`src/rtl/ipv4_hdr_pkg.sv`:
```
package ipv4_hdr_pkg;

   typedef enum logic [1:0] {
      VERD_FWD  = 2'b00,
      VERD_DROP = 2'b01,
      VERD_EXC  = 2'b10
   } verdict_e;

   // ones'-complement 16-bit add with end-around carry
   function automatic logic [15:0] oc_add(input logic [15:0] a, input logic [15:0] b);
      logic [16:0] s;
      s = {1'b0, a} + {1'b0, b};
      return s[15:0] + {15'b0, s[16]};
   endfunction

endpackage

```
`src/rtl/ipv4_csum_acc.sv`:
```
module ipv4_csum_acc #(
   parameter int DATA_W = 32
) (
   input  logic              clk,
   input  logic              rst_n,
   input  logic              en,
   input  logic              restart,
   input  logic [DATA_W-1:0] word,
   output logic [15:0]       sum_with
);
   import ipv4_hdr_pkg::*;

   localparam int LANES = DATA_W / 16;

   logic [15:0] acc_q;
   logic [15:0] chain [LANES+1];

   assign chain[0] = restart ? 16'h0000 : acc_q;

   for (genvar g = 0; g < LANES; g++) begin : g_lane
      assign chain[g+1] = oc_add(chain[g], word[DATA_W-1-16*g -: 16]);
   end

   assign sum_with = chain[LANES];

   always_ff @(posedge clk) begin
      if (!rst_n)  acc_q <= 16'h0000;
      else if (en) acc_q <= chain[LANES];
   end

endmodule

```
`src/rtl/ipv4_ttl_rewrite.sv`:
```
module ipv4_ttl_rewrite #(
   parameter int DATA_W       = 32,
   parameter bit ZERO_AS_ONES = 1'b1
) (
   input  logic [DATA_W-1:0] word_in,
   output logic [DATA_W-1:0] word_out
);
   import ipv4_hdr_pkg::*;

   localparam logic [15:0] NEG_TTL_STEP = 16'hFEFF; // ones' complement of 0x0100

   logic [7:0]  ttl_old;
   logic [15:0] ck_old, ck_sum, ck_raw, ck_new;

   assign ttl_old = word_in[31:24];
   assign ck_old  = word_in[15:0];
   assign ck_sum  = oc_add(~ck_old, NEG_TTL_STEP);
   assign ck_raw  = ~ck_sum;

   if (ZERO_AS_ONES) begin : g_zero_map
      assign ck_new = (ck_raw == 16'h0000) ? 16'hFFFF : ck_raw;
   end else begin : g_zero_keep
      assign ck_new = ck_raw;
   end

   assign word_out = {ttl_old - 8'd1, word_in[23:16], ck_new};

endmodule

```
`src/rtl/ipv4_classify.sv`:
```
module ipv4_classify #(
   parameter int CNT_W      = 5,
   parameter int MIN_LEN    = 64,
   parameter int MAX_LEN    = 1500,
   parameter int BASE_WORDS = 5
) (
   input  logic [3:0]       ver,
   input  logic [3:0]       ihl,
   input  logic [15:0]      tot_len,
   input  logic [7:0]       ttl,
   input  logic [CNT_W:0]   nwords,
   input  logic             csum_ok,
   output logic [1:0]       verdict,
   output logic             icmp,
   output logic             may_rewrite
);
   import ipv4_hdr_pkg::*;

   localparam logic [3:0]  BASE4 = 4'(BASE_WORDS);
   localparam logic [15:0] MIN16 = 16'(MIN_LEN);
   localparam logic [15:0] MAX16 = 16'(MAX_LEN);

   logic ver_bad, malformed, len_bad, has_opts, ttl_low;
   verdict_e v;

   assign ver_bad   = (ver != 4'd4);
   assign malformed = (ihl < BASE4) || (nwords != (CNT_W+1)'(ihl));
   assign len_bad   = (tot_len < MIN16) || (tot_len > MAX16);
   assign has_opts  = (ihl > BASE4);
   assign ttl_low   = (ttl <= 8'd1);

   assign may_rewrite = !ver_bad && (ihl == BASE4) && !len_bad && !ttl_low;

   always_comb begin
      icmp = 1'b0;
      if (ver_bad)        v = VERD_EXC;
      else if (malformed) v = VERD_DROP;
      else if (!csum_ok)  v = VERD_DROP;
      else if (len_bad)   v = VERD_DROP;
      else if (has_opts)  v = VERD_EXC;
      else if (ttl_low) begin
         v    = VERD_EXC;
         icmp = 1'b1;
      end else            v = VERD_FWD;
   end

   assign verdict = v;

endmodule

```
`src/rtl/ipv4_hdr_proc.sv`:
```
module ipv4_hdr_proc #(
   parameter int DATA_W       = 32,
   parameter int MIN_LEN      = 64,
   parameter int MAX_LEN      = 1500,
   parameter int BASE_WORDS   = 5,
   parameter int CNT_W        = 5,
   parameter bit ZERO_AS_ONES = 1'b1
) (
   input  logic              clk,
   input  logic              rst_n,
   input  logic              in_valid,
   output logic              in_ready,
   input  logic [DATA_W-1:0] in_data,
   input  logic              in_sop,
   input  logic              in_last,
   output logic              out_valid,
   input  logic              out_ready,
   output logic [DATA_W-1:0] out_data,
   output logic              out_sop,
   output logic              out_last,
   output logic [1:0]        out_verdict,
   output logic              out_icmp
);
   import ipv4_hdr_pkg::*;

   localparam logic [CNT_W-1:0] IDX_MAX = {CNT_W{1'b1}};
   localparam logic [CNT_W-1:0] IDX_TTL = CNT_W'(2);

   if (DATA_W != 32) begin : g_bad_width
      $error("ipv4_hdr_proc: DATA_W must be 32");
   end
   if (MIN_LEN > MAX_LEN || MAX_LEN > 65535) begin : g_bad_len
      $error("ipv4_hdr_proc: length window invalid");
   end
   if (CNT_W < 5) begin : g_bad_cnt
      $error("ipv4_hdr_proc: CNT_W must count past 15 words");
   end

   logic              fire;
   logic [CNT_W-1:0]  wcnt, idx;
   logic [CNT_W:0]    nwords;
   logic [3:0]        ver_q, ihl_q, h_ver, h_ihl;
   logic [15:0]       len_q, h_len;
   logic [7:0]        ttl_q, h_ttl;
   logic [15:0]       csum_total;
   logic              csum_ok;
   logic [1:0]        verd;
   logic              icmp, may_rw;
   logic [DATA_W-1:0] rw_word, next_word;

   assign in_ready = !out_valid || out_ready;
   assign fire     = in_valid && in_ready;
   assign idx      = in_sop ? '0 : wcnt;
   assign nwords   = {1'b0, idx} + (CNT_W+1)'(1);

   assign h_ver = (idx == '0) ? in_data[31:28] : ver_q;
   assign h_ihl = (idx == '0) ? in_data[27:24] : ihl_q;
   assign h_len = (idx == '0) ? in_data[15:0]  : len_q;
   assign h_ttl = (idx == IDX_TTL) ? in_data[31:24] : ttl_q;

   ipv4_csum_acc #(.DATA_W(DATA_W)) u_csum (
      .clk      (clk),
      .rst_n    (rst_n),
      .en       (fire),
      .restart  (idx == '0),
      .word     (in_data),
      .sum_with (csum_total)
   );

   assign csum_ok = (csum_total == 16'hFFFF);

   ipv4_classify #(
      .CNT_W(CNT_W), .MIN_LEN(MIN_LEN), .MAX_LEN(MAX_LEN), .BASE_WORDS(BASE_WORDS)
   ) u_class (
      .ver         (h_ver),
      .ihl         (h_ihl),
      .tot_len     (h_len),
      .ttl         (h_ttl),
      .nwords      (nwords),
      .csum_ok     (csum_ok),
      .verdict     (verd),
      .icmp        (icmp),
      .may_rewrite (may_rw)
   );

   ipv4_ttl_rewrite #(.DATA_W(DATA_W), .ZERO_AS_ONES(ZERO_AS_ONES)) u_rw (
      .word_in  (in_data),
      .word_out (rw_word)
   );

   assign next_word = (idx == IDX_TTL && may_rw) ? rw_word : in_data;

   // header field capture and word counter
   always_ff @(posedge clk) begin
      if (!rst_n) begin
         wcnt  <= '0;
         ver_q <= '0;
         ihl_q <= '0;
         len_q <= '0;
         ttl_q <= '0;
      end else if (fire) begin
         wcnt <= in_last ? '0 : ((idx == IDX_MAX) ? idx : idx + CNT_W'(1));
         if (idx == '0) begin
            ver_q <= in_data[31:28];
            ihl_q <= in_data[27:24];
            len_q <= in_data[15:0];
         end
         if (idx == IDX_TTL) ttl_q <= in_data[31:24];
      end
   end

   // output register stage
   always_ff @(posedge clk) begin
      if (!rst_n) begin
         out_valid   <= 1'b0;
         out_data    <= '0;
         out_sop     <= 1'b0;
         out_last    <= 1'b0;
         out_verdict <= VERD_FWD;
         out_icmp    <= 1'b0;
      end else if (fire) begin
         out_valid   <= 1'b1;
         out_data    <= next_word;
         out_sop     <= (idx == '0);
         out_last    <= in_last;
         out_verdict <= in_last ? verd : VERD_FWD;
         out_icmp    <= in_last && icmp;
      end else if (out_ready) begin
         out_valid   <= 1'b0;
      end
   end

   assert_stall_hold_R9: assert property (@(posedge clk) disable iff (!rst_n)
      out_valid && !out_ready |=> out_valid && $stable(out_data) && $stable(out_last)
                                 && $stable(out_verdict) && $stable(out_icmp));

   assert_code_legal_R8: assert property (@(posedge clk) disable iff (!rst_n)
      out_valid |-> out_verdict != 2'b11);

   assert_icmp_exc_R5: assert property (@(posedge clk) disable iff (!rst_n)
      out_valid && out_icmp |-> out_last && out_verdict == VERD_EXC);

   assert_short_nofwd_R7: assert property (@(posedge clk) disable iff (!rst_n)
      out_valid && out_sop && out_last |-> out_verdict != VERD_FWD);

endmodule

```
`config.mk`:
```
export PLATFORM = sky130hd
export DESIGN_NAME = ipv4_hdr_proc
export DESIGN_NICKNAME = d
export VERILOG_FILES = /design/src/rtl/ipv4_hdr_pkg.sv /design/src/rtl/ipv4_csum_acc.sv /design/src/rtl/ipv4_ttl_rewrite.sv /design/src/rtl/ipv4_classify.sv /design/src/rtl/ipv4_hdr_proc.sv
export SDC_FILE = /design/constraint.sdc
export NUM_CORES = 1
export LEC_CHECK = 0
export BUFFER_PORTS_ARGS = -buffer_cell sky130_fd_sc_hd__clkbuf_2
export CAP_MARGIN = 20
export CORE_ASPECT_RATIO = 0.9
export CORE_MARGIN = 3
export CORE_UTILIZATION = 35
export CTS_CLUSTER_DIAMETER = 60
export CTS_CLUSTER_SIZE = 14
export DETAILED_ROUTE_END_ITERATION = 12
export PLACE_DENSITY = 0.6
export SLEW_MARGIN = 0
export SYNTH_ARGS = -nofsm -noshare
export SYNTH_HDL_FRONTEND = slang
export SYNTH_SLANG_ARGS = --single-unit
```
`constraint.sdc`:
```
create_clock -name clk -period 13.03 [get_ports clk]
set_clock_uncertainty 0.15 [all_clocks]
set_input_delay 2.606 -clock clk [delete_from_list [all_inputs] [get_ports clk]]
set_output_delay 2.606 -clock clk [all_outputs]
set_load 0.05 [all_outputs]
```
### Word level (Yosys, flattened, before mapping)

Index checks and enable logic that the tools add are counted.
Widths: inputs -> output; s select.

| cells by class | value |
|---|---|
| add/sub/neg operators | 9 |
| order comparisons | 5 |
| eq/ne operators | 6 |
| mux-type cells | 25 |
| bitwise gates (word level) | 2 |
| reduce and logical (&&, ||, !) cells | 16 |

Operator list:

| operator | count |
|---|---|
| $add 16x1->16 | 3 |
| $mux 16 | 3 |
| $add 16x16->17 | 2 |
| $mux 32 | 1 |
| $not 16->16 | 2 |
| $add 16x16->17 const B | 1 |
| $eq 16x16->1 const B | 1 |
| $gt 16x11->1 const B | 1 |
| $logic_not 16->1 | 1 |
| $lt 16x7->1 const B | 1 |
| $mux 5 | 3 |
| $mux 2 | 7 |
| $le 8x1->1 const B | 1 |
| $mux 1 | 8 |
| $mux 4 | 2 |
| $mux 8 | 1 |
| $sub 8x1->8 const B | 1 |
| $add 5x1->6 const B | 1 |
| $logic_and 1x1->1 | 6 |
| $ne 6x4->1 | 1 |
| $add 5x1->5 const B | 1 |
| $eq 5x2->1 const B | 1 |
| $eq 5x5->1 const B | 1 |
| $logic_not 5->1 | 1 |
| 7 further kinds | 12 |

| storage, ports and cells | value |
|---|---|
| flip-flop bits (word level) | 91 |
| output and inout bits | 39 |

### Depth between registers and ports, before layout

Gate-level depths: netlist of the first run.

| depth | value |
|---|---|
| word-level depth | 12 |
| mapped depth | 44 |

### Modules after synthesis

A second synthesis of the first run with hierarchy kept.

| unflattened totals | value |
|---|---|
| cell total of the unflattened synthesis | 1032 |
| area total of the unflattened synthesis | 8172.8 um^2 |

By module, submodules not included:

| module | instances | cells each | area an instance (um^2) |
|---|---|---|---|
| ipv4_hdr_proc | 1 | 430 | 3632.2 |
| ipv4_csum_acc | 1 | 401 | 3083.0 |
| ipv4_ttl_rewrite | 1 | 171 | 1213.7 |
| ipv4_classify | 1 | 30 | 244.0 |

### Worst setup path after synthesis of the first run

OpenSTA, ideal clock, no wires.

| path | value |
|---|---|
| path type | input -> register |
| from | input port in_sop |
| to | register out_verdict[0] |
| setup time | 0.114 ns |
| arrival | 9.413 ns |
| setup slack | 3.354 ns |
| stages | 41 |
| buffers on the path | 3 |
| cells stage by stage | clkbuf_1 > nor2b_1 > inv_1 > ha_1 > o21ai_0 > clkbuf_1 > clkbuf_1 > nand2_1 > fa_1 > nor2b_1 > o21ai_0 > a211o_1 > nand4b_1 > a31oi_1 > o21bai_1 > a21o_1 > a21o_1 > ha_1 > (+5 left out) > a21oi_1 > nand2_1 > nand3_1 > and3_1 > nor2b_1 > o21ai_0 > nand2b_1 > a21oi_1 > o21bai_1 > ha_1 > ha_1 > nand2_1 > nor4b_1 > and4b_1 > nand4_1 > nor4_1 > nand4_1 > a21o_1 |

| between the ends | value |
|---|---|
| longest elaborated chain between the ends | 12 |

RTL lines:

| item | RTL line | text |
|---|---|---|
| start, declared | ipv4_hdr_proc.sv:14 | `input logic in_sop,` |
| $mux 5 | ipv4_hdr_proc.sv:53 | `assign idx = in_sop ? '0 : wcnt;` |
| $logic_not 5->1 | ipv4_hdr_proc.sv:65 | `.restart (idx == '0),` |
| $mux 16 | ipv4_csum_acc.sv:18 | `assign chain[0] = restart ? 16'h0000 : acc_q;` |
| $add 16x16->17 | ipv4_hdr_pkg.sv:12 | `s = {1'b0, a} + {1'b0, b};` |
| $add 16x1->16 | ipv4_hdr_pkg.sv:13 | `return s[15:0] + {15'b0, s[16]};` |
| $add 16x16->17 | ipv4_hdr_pkg.sv:12 |  |
| $add 16x1->16 | ipv4_hdr_pkg.sv:13 |  |
| named net csum_total[1] | ipv4_hdr_proc.sv:45 | `logic [15:0] csum_total;` |
| $eq 16x16->1 | ipv4_hdr_proc.sv:70 | `assign csum_ok = (csum_total == 16'hFFFF);` |
| $mux 2 | ipv4_classify.sv:38 | `else if (!csum_ok) v = VERD_DROP;` |
| $mux 2 | ipv4_classify.sv:37 | `else if (malformed) v = VERD_DROP;` |
| $mux 2 | ipv4_classify.sv:36 | `if (ver_bad) v = VERD_EXC;` |
| $mux 2 | ipv4_hdr_proc.sv:126 | `out_verdict <= in_last ? verd : VERD_FWD;` |
| end signal, assigned | ipv4_hdr_proc.sv:126 |  |
| end, declared | ipv4_hdr_proc.sv:21 | `output logic [1:0] out_verdict,` |

The timed path passes the listed nets, and every way through them passes these cells.
A chain may end at the register's enable or synchronous reset.

### Final worst setup path of the first run

Same ends and word-level chain as after synthesis.

==> results of run 1 <==
[state kept, by name, summed over array words and instances, names as in the netlist, 2 cells and up]
register and cells:
u_csum.acc_q 16, ihl_q 4, ttl_q 7, ver_q 4, wcnt 5, out_verdict 2, len_q 16, out_data 32
[worst paths after layout]
path,slack [ps],end,start
max,2760,out_verdict[0]$_SDFFE_PN0P_,in_sop
max reg2reg,4760,out_verdict[0]$_SDFFE_PN0P_,wcnt[0]$_SDFFE_PN0P_
min,300,len_q[11]$_SDFFE_PN0P_,len_q[11]$_SDFFE_PN0P_
min reg2reg,300,len_q[11]$_SDFFE_PN0P_,len_q[11]$_SDFFE_PN0P_
[power breakdown]
| group | switching [mW] | internal (mW) |
|---|---|---|
| Clock | 0.112 | 0.168 |
| Sequential | 0.0103 | 0.294 |
| Combinational | 0.190 | 0.0952 |
| Total | 0.312 | 0.557 |
[per-layer routing]
layer | track usage, % | vias up | wire (um)
met3 | 2.88 | 21 | 1300
met4 | 4.08 | 0 | 318
met2 | 28.3 | 203 | 9680
met5 | 0 | - | 0
li1 | - | 3646 | -
met1 | 28.8 | 3408 | 11400
[kinds of logic (layout without fill, tap and decap cells)]
family                   count (synthesis)  in the layout
flip-flops                              90             90
AND/OR/NAND/NOR                        425            425
XOR/XNOR                                75             75
adder cells (fa/ha/maj)                 51             51
AO/OA/AOI/OAI                          249            249
multiplexers                            19             19
buffers and inverters                   80            124
[layout make-up]
class	instances	area, um^2
Clock buffer	9	225
Clock inverter	6	90.1
Fill cell	2177	12600
Inverter	27	101
Multi-Input combinational cell	819	5390
Sequential cell	90	1800
Tap cell	286	358
Timing Repair Buffer	82	425
[per-stage QoR]
step                area [um^2]  hold WS (ps)  setup slack [ps]  util (%)
floorplan                  7540           277              3350         -
global placement           8080           287              2780      38.5
detailed placement         8080           293              2550      38.5
CTS                        8390           301              2870      40.0
global route               8390           317              2010      40.0
finish                     8390           302              2760      40.0
[critical path: cells and delay by family]
family | cells | cell delay [ps]
simple gates | 18 | 3120
compound gates | 12 | 1940
fa+ha+maj | 7 | 1870
buf+inv | 4 | 650
xor+xnor | 1 | 170
[cells in the final DEF, fill, tap and decap left out, drive strengths merged, types with 6 or more instances in the layout]
master	instances
a31oi	9
xnor2	49
o2111ai	7
buf	6
or3	6
and3	14
inv	28
nand4	16
a21oi	77
ha	49
nor4	12
dfxtp	90
nor3b	8
o21ai	52
nand3	34
o211ai	9
a211oi	27
or2	6
and2	26
mux2i	17
nor3	42
nand4b	6
nand2b	12
nor2	76
xor2	25
a21o	13
nor4b	7
nand2	138
o21a	8
nor2b	11
clkbuf	85
==> results.tsv, run 1 <==
metric	value	unit
number of detailed-route iterations in the first pass	5	
synth unique cells	84	
final net count	1118	
Final Max Tran Viols	0	
sequential area share after synthesis	23.9	%
crit share post-route	78.8	%
average size of a mapped cell	7.62	um^2
area leader, netlist	dfxtp_1	
die width	161	um
Clock transition at path regs	70	ps
wire per inst	17.2	um
PortBufs	76	
CTS tree	done	
Yosys reg bits	90	
Synthesis Warnings	0	
Power Density	104	mW/mm^2
crit end category	flip-flop	
antenna cells	0	
crit path kind	input pin to flip-flop	
Synth Area in Compound Gates	22.2	%
slew of the pin with the lowest slew margin	1010	ps
mux share of post-synthesis cell area	2.56	%
Die ar.	0.0233	mm^2
ys async rst share	0	%
Post-synth EDFFs	0	
H-tree depth	3	
TritonCTS Buffers	9	
dpl hpwl	17100	um
Adder-Cell Fraction of Synth Area	8.67	%
Cell Area, Synth	0.00754	mm^2
GRT overflow	0	
clock sinks	90	
Routed Antenna Nets	0	
DRC viols	0	
DR vias	7278	
Die Y-Extent	145	um
Post-Synth Simple-Gate Area	29.1	%
crit path max fanout	20	
CTS resizes	0	
Placer Congestion	0.949	
outcome	finished clean	
final hold viol count	0	
initial drt markers	581	
post-DR vias/cell	5.52	
Worst EP arrival	10370	ps
Area Overhead vs Synth	11.4	%
Most common cell on crit path	ha_1	
worst skew pair latency	350	ps
fin crit period	10270	ps
Max-Cap Viols	0	
worst reg-to-reg path cell count	41	
row count	50	
Initial Util	36.0	%
WP data required	13120	ps
most common cell in the netlist	nand2_1	
top post-synthesis cells by area	dfxtp_1 (24%), ha_1 (8.1%), nand2_1 (6.9%)	
Synth Flop Type	dfxtp_1	
first-pass GRT wire length	36300	um
fin cells	1319	
Final Power	869	uW
Hold Path Depth	2	
crit start category	input pin	
Post-Synth XOR/XNOR Area	9.00	%
Setup TNS	0	ps
Gate Count Post-Synth	989	
Largest stage delay, worst path	400	ps
hold crit path type	flip-flop to flip-flop	
Post CTS Setup Buffer Count	0	
clk root buf	clkbuf_16	
unrepaired setup endpoints after global routing	no	
Mapped Nets	1078	
Placed Instances	1304	
gr usage total	19.0	%
main combinational cell family by area after synthesis	simple AND/OR/NAND/NOR gates	
initial antenna violation count	0	
largest net degree at the start of global routing	76	
# IOs	77	
share of cells above drive strength 1	12.8	%
Core ar.	0.0210	mm^2
final WL	22700	um
cts hold-fix bufs	0	
Rel. slew slack	32.5	%
Max Freq	0.0973	GHz
vias in the first global route	6612	
top cell type's share of synthesized area	23.9	%
Final setup viols	0	
Longest Clk Path Bufs	2	
Lkg Pwr	3.38	nW
IR drop worst, VDD	0.0543	mV
synth cell count leaders	nand2_1 (138), dfxtp_1 (90), a21oi_1 (76), nor2_1 (76)	
Slowest cell on crit path	fa_1	
(Power assumes the default switching activity.)
==> inputs of run 2 (changes only) <==
Settings changed: PLACE_DENSITY 0.6 to 0.62.
Clock period 13.03 ns to 8.5 ns, I/O delays scaled along.
==> run 2 against run 1 <==
Against the previous run: sequential share of layout area fell by 1.2 points; count of clock-buffer cells in the layout increased by 1; flip-flop and latch count unchanged; largest cell class unchanged; highest routed layer unchanged.
==> results.tsv, run 2 (synthesis results as in run 1) <==
metric	value	unit	change
Setup TNS	0	ps	unchanged
final net count	1172		+4.8%
max reg flops	32		unchanged
WP data required	8600	ps	-4520 ps
CTS tree	done		
crit share post-route	95.8	%	
Final Instance Area	0.00888	mm^2	+5.8%
GRT overflow	0		unchanged
hold crit path type	flip-flop to flip-flop		
Final Max Tran Viols	0		unchanged
fin cells	1374		+4.2%
clk root buf	clkbuf_16		
crit start category	input pin		
die width	161	um	unchanged
row count	50		unchanged
DR vias	7567		+4.0%
Worst EP arrival	8250	ps	-2120 ps
Finished Core Util	42.4	%	+2.3 points
worst skew pair latency	350	ps	about the same
wire per inst	17.0	um	-1.2%
clock sinks	90		unchanged
Die ar.	0.0233	mm^2	unchanged
final WL	23400	um	+2.9%
crit path kind	input pin to flip-flop		
commonest cells after routing, fill and taps aside	nand2_1 (138), dfxtp_1 (90), clkbuf_2 (76), nor2_1 (74), a21oi_1 (74)		
Max Freq	0.123	GHz	
number of detailed-route iterations in the first pass	5		unchanged
Final setup viols	0		unchanged
Rel. slew slack	40.3	%	+7.8 points
Slowest cell on crit path	fa_2		
outcome	finished clean		
largest net degree at the start of global routing	77		+1.3%
Routed Antenna Nets	0		unchanged
Power Density	151	mW/mm^2	+46%
dpl hpwl	17400	um	+1.7%
TritonCTS Buffers	9		unchanged
Longest Clk Path Bufs	2		unchanged
gr usage total	19.3	%	+0.26 points
Placed Instances	1351		+3.6%
fin crit period	8150	ps	
crit path max fanout	3		-85%
Final Power	1.34	mW	+54%
biggest regs	out_data: 32 flops, len_q: 16 flops, u_csum.acc_q: 16 flops		
dpl ws	-253	ps	-2800 ps
Most common cell on crit path	ha_2		
setup ws final	353	ps	-2400 ps
DP Area	0.00844	mm^2	+4.5%
DRC viols	0		unchanged
Clock transition at path regs	70	ps	about the same
Core ar.	0.0210	mm^2	unchanged
vias in the first global route	6924		+4.7%
fillers	2156		-0.96%
PortBufs	76		unchanged
cts hold-fix bufs	0		unchanged
WHS	302	ps	-0.0860 ps
most common cell after layout, fill and taps aside	nand2_1		
Lkg Pwr	3.65	nW	+7.8%
post-DR vias/cell	5.51		-0.19%
Largest stage delay, worst path	350	ps	-50 ps
initial drt markers	559		-3.8%
Max-Cap Viols	0		unchanged
Die Y-Extent	145	um	unchanged
antenna cells	0		unchanged
first-pass GRT wire length	37000	um	+2.0%
Initial Util	36.0	%	unchanged
IR drop worst, VDD	0.100	mV	+85%
initial antenna violation count	0		unchanged
Placer Congestion	0.933		-1.6%
final hold viol count	0		unchanged
crit end category	flip-flop		
slew of the pin with the lowest slew margin	894	ps	-117 ps
# IOs	77		unchanged
Reg with most FFs	out_data		
Area Overhead vs Synth	17.8	%	
share of cells above drive strength 1	19.5	%	+6.7 points
H-tree depth	3		unchanged
-- run 2: changes by cell type in the layout (fill, tap and decap cells not counted), sizes merged --
cell    previous run  this run
bufinv             2         0
buf                6        60
inv               28        30
clkbuf            85        86
-- run 2: final timing paths --
check                                                   end  slack (ps)  cells past startpoint              startpoint
worst min register to register       len_q[13]$_SDFFE_PN0P_         300                      2  len_q[13]$_SDFFE_PN0P_
worst max-delay path            out_verdict[0]$_SDFFE_PN0P_         350                     43                  in_sop
worst max register to register  out_verdict[0]$_SDFFE_PN0P_        1350                     42    wcnt[0]$_SDFFE_PN0P_
worst min-delay path                 len_q[13]$_SDFFE_PN0P_         300                      2  len_q[13]$_SDFFE_PN0P_
-- run 2: power breakdown --
part	switching (mW)	internal, mW
sequential	0.0158	0.451
clock	0.178	0.202
combinational	0.310	0.183
total	0.503	0.836
-- run 2: what timing repair did --
item / 4_1_cts / 5_1_grt
setup endpoints to repair: 0 / 14
resized for setup: 0 / 29
buffers inserted: 0 / 7
-- run 2: layout make-up --
class / instances / area, um^2 / area share, %
clock inverters: 6 / 50.0 / 0.564
well taps: 286 / 358 / 4.03
multi-input cells: 819 / 5510 / 62.0
clock buffers: 10 / 229 / 2.58
repair buffers: 136 / 835 / 9.40
inverters: 27 / 101 / 1.14
flip-flops and latches: 90 / 1800 / 20.3
-- run 2: routing by layer --
metal  share of wire (%)  track usage (%)  vias to the layer above
met5                   0                0                        -
met2                  44             30.0                      203
met1                  49             28.2                     3582
met4                 1.3             4.64                        0
met3                 5.5             2.60                       18
li1                    -                -                     3764
-- run 2: worst max-delay path: cells and delay by family --
kind | cells | cell delay, ps
AOI/OAI and AO/OA | 12 | 1720
xor gates and xnor gates | 1 | 120
adders and majority gates | 8 | 1730
buffers and inverters | 5 | 500
and+or+nand+nor | 17 | 2460
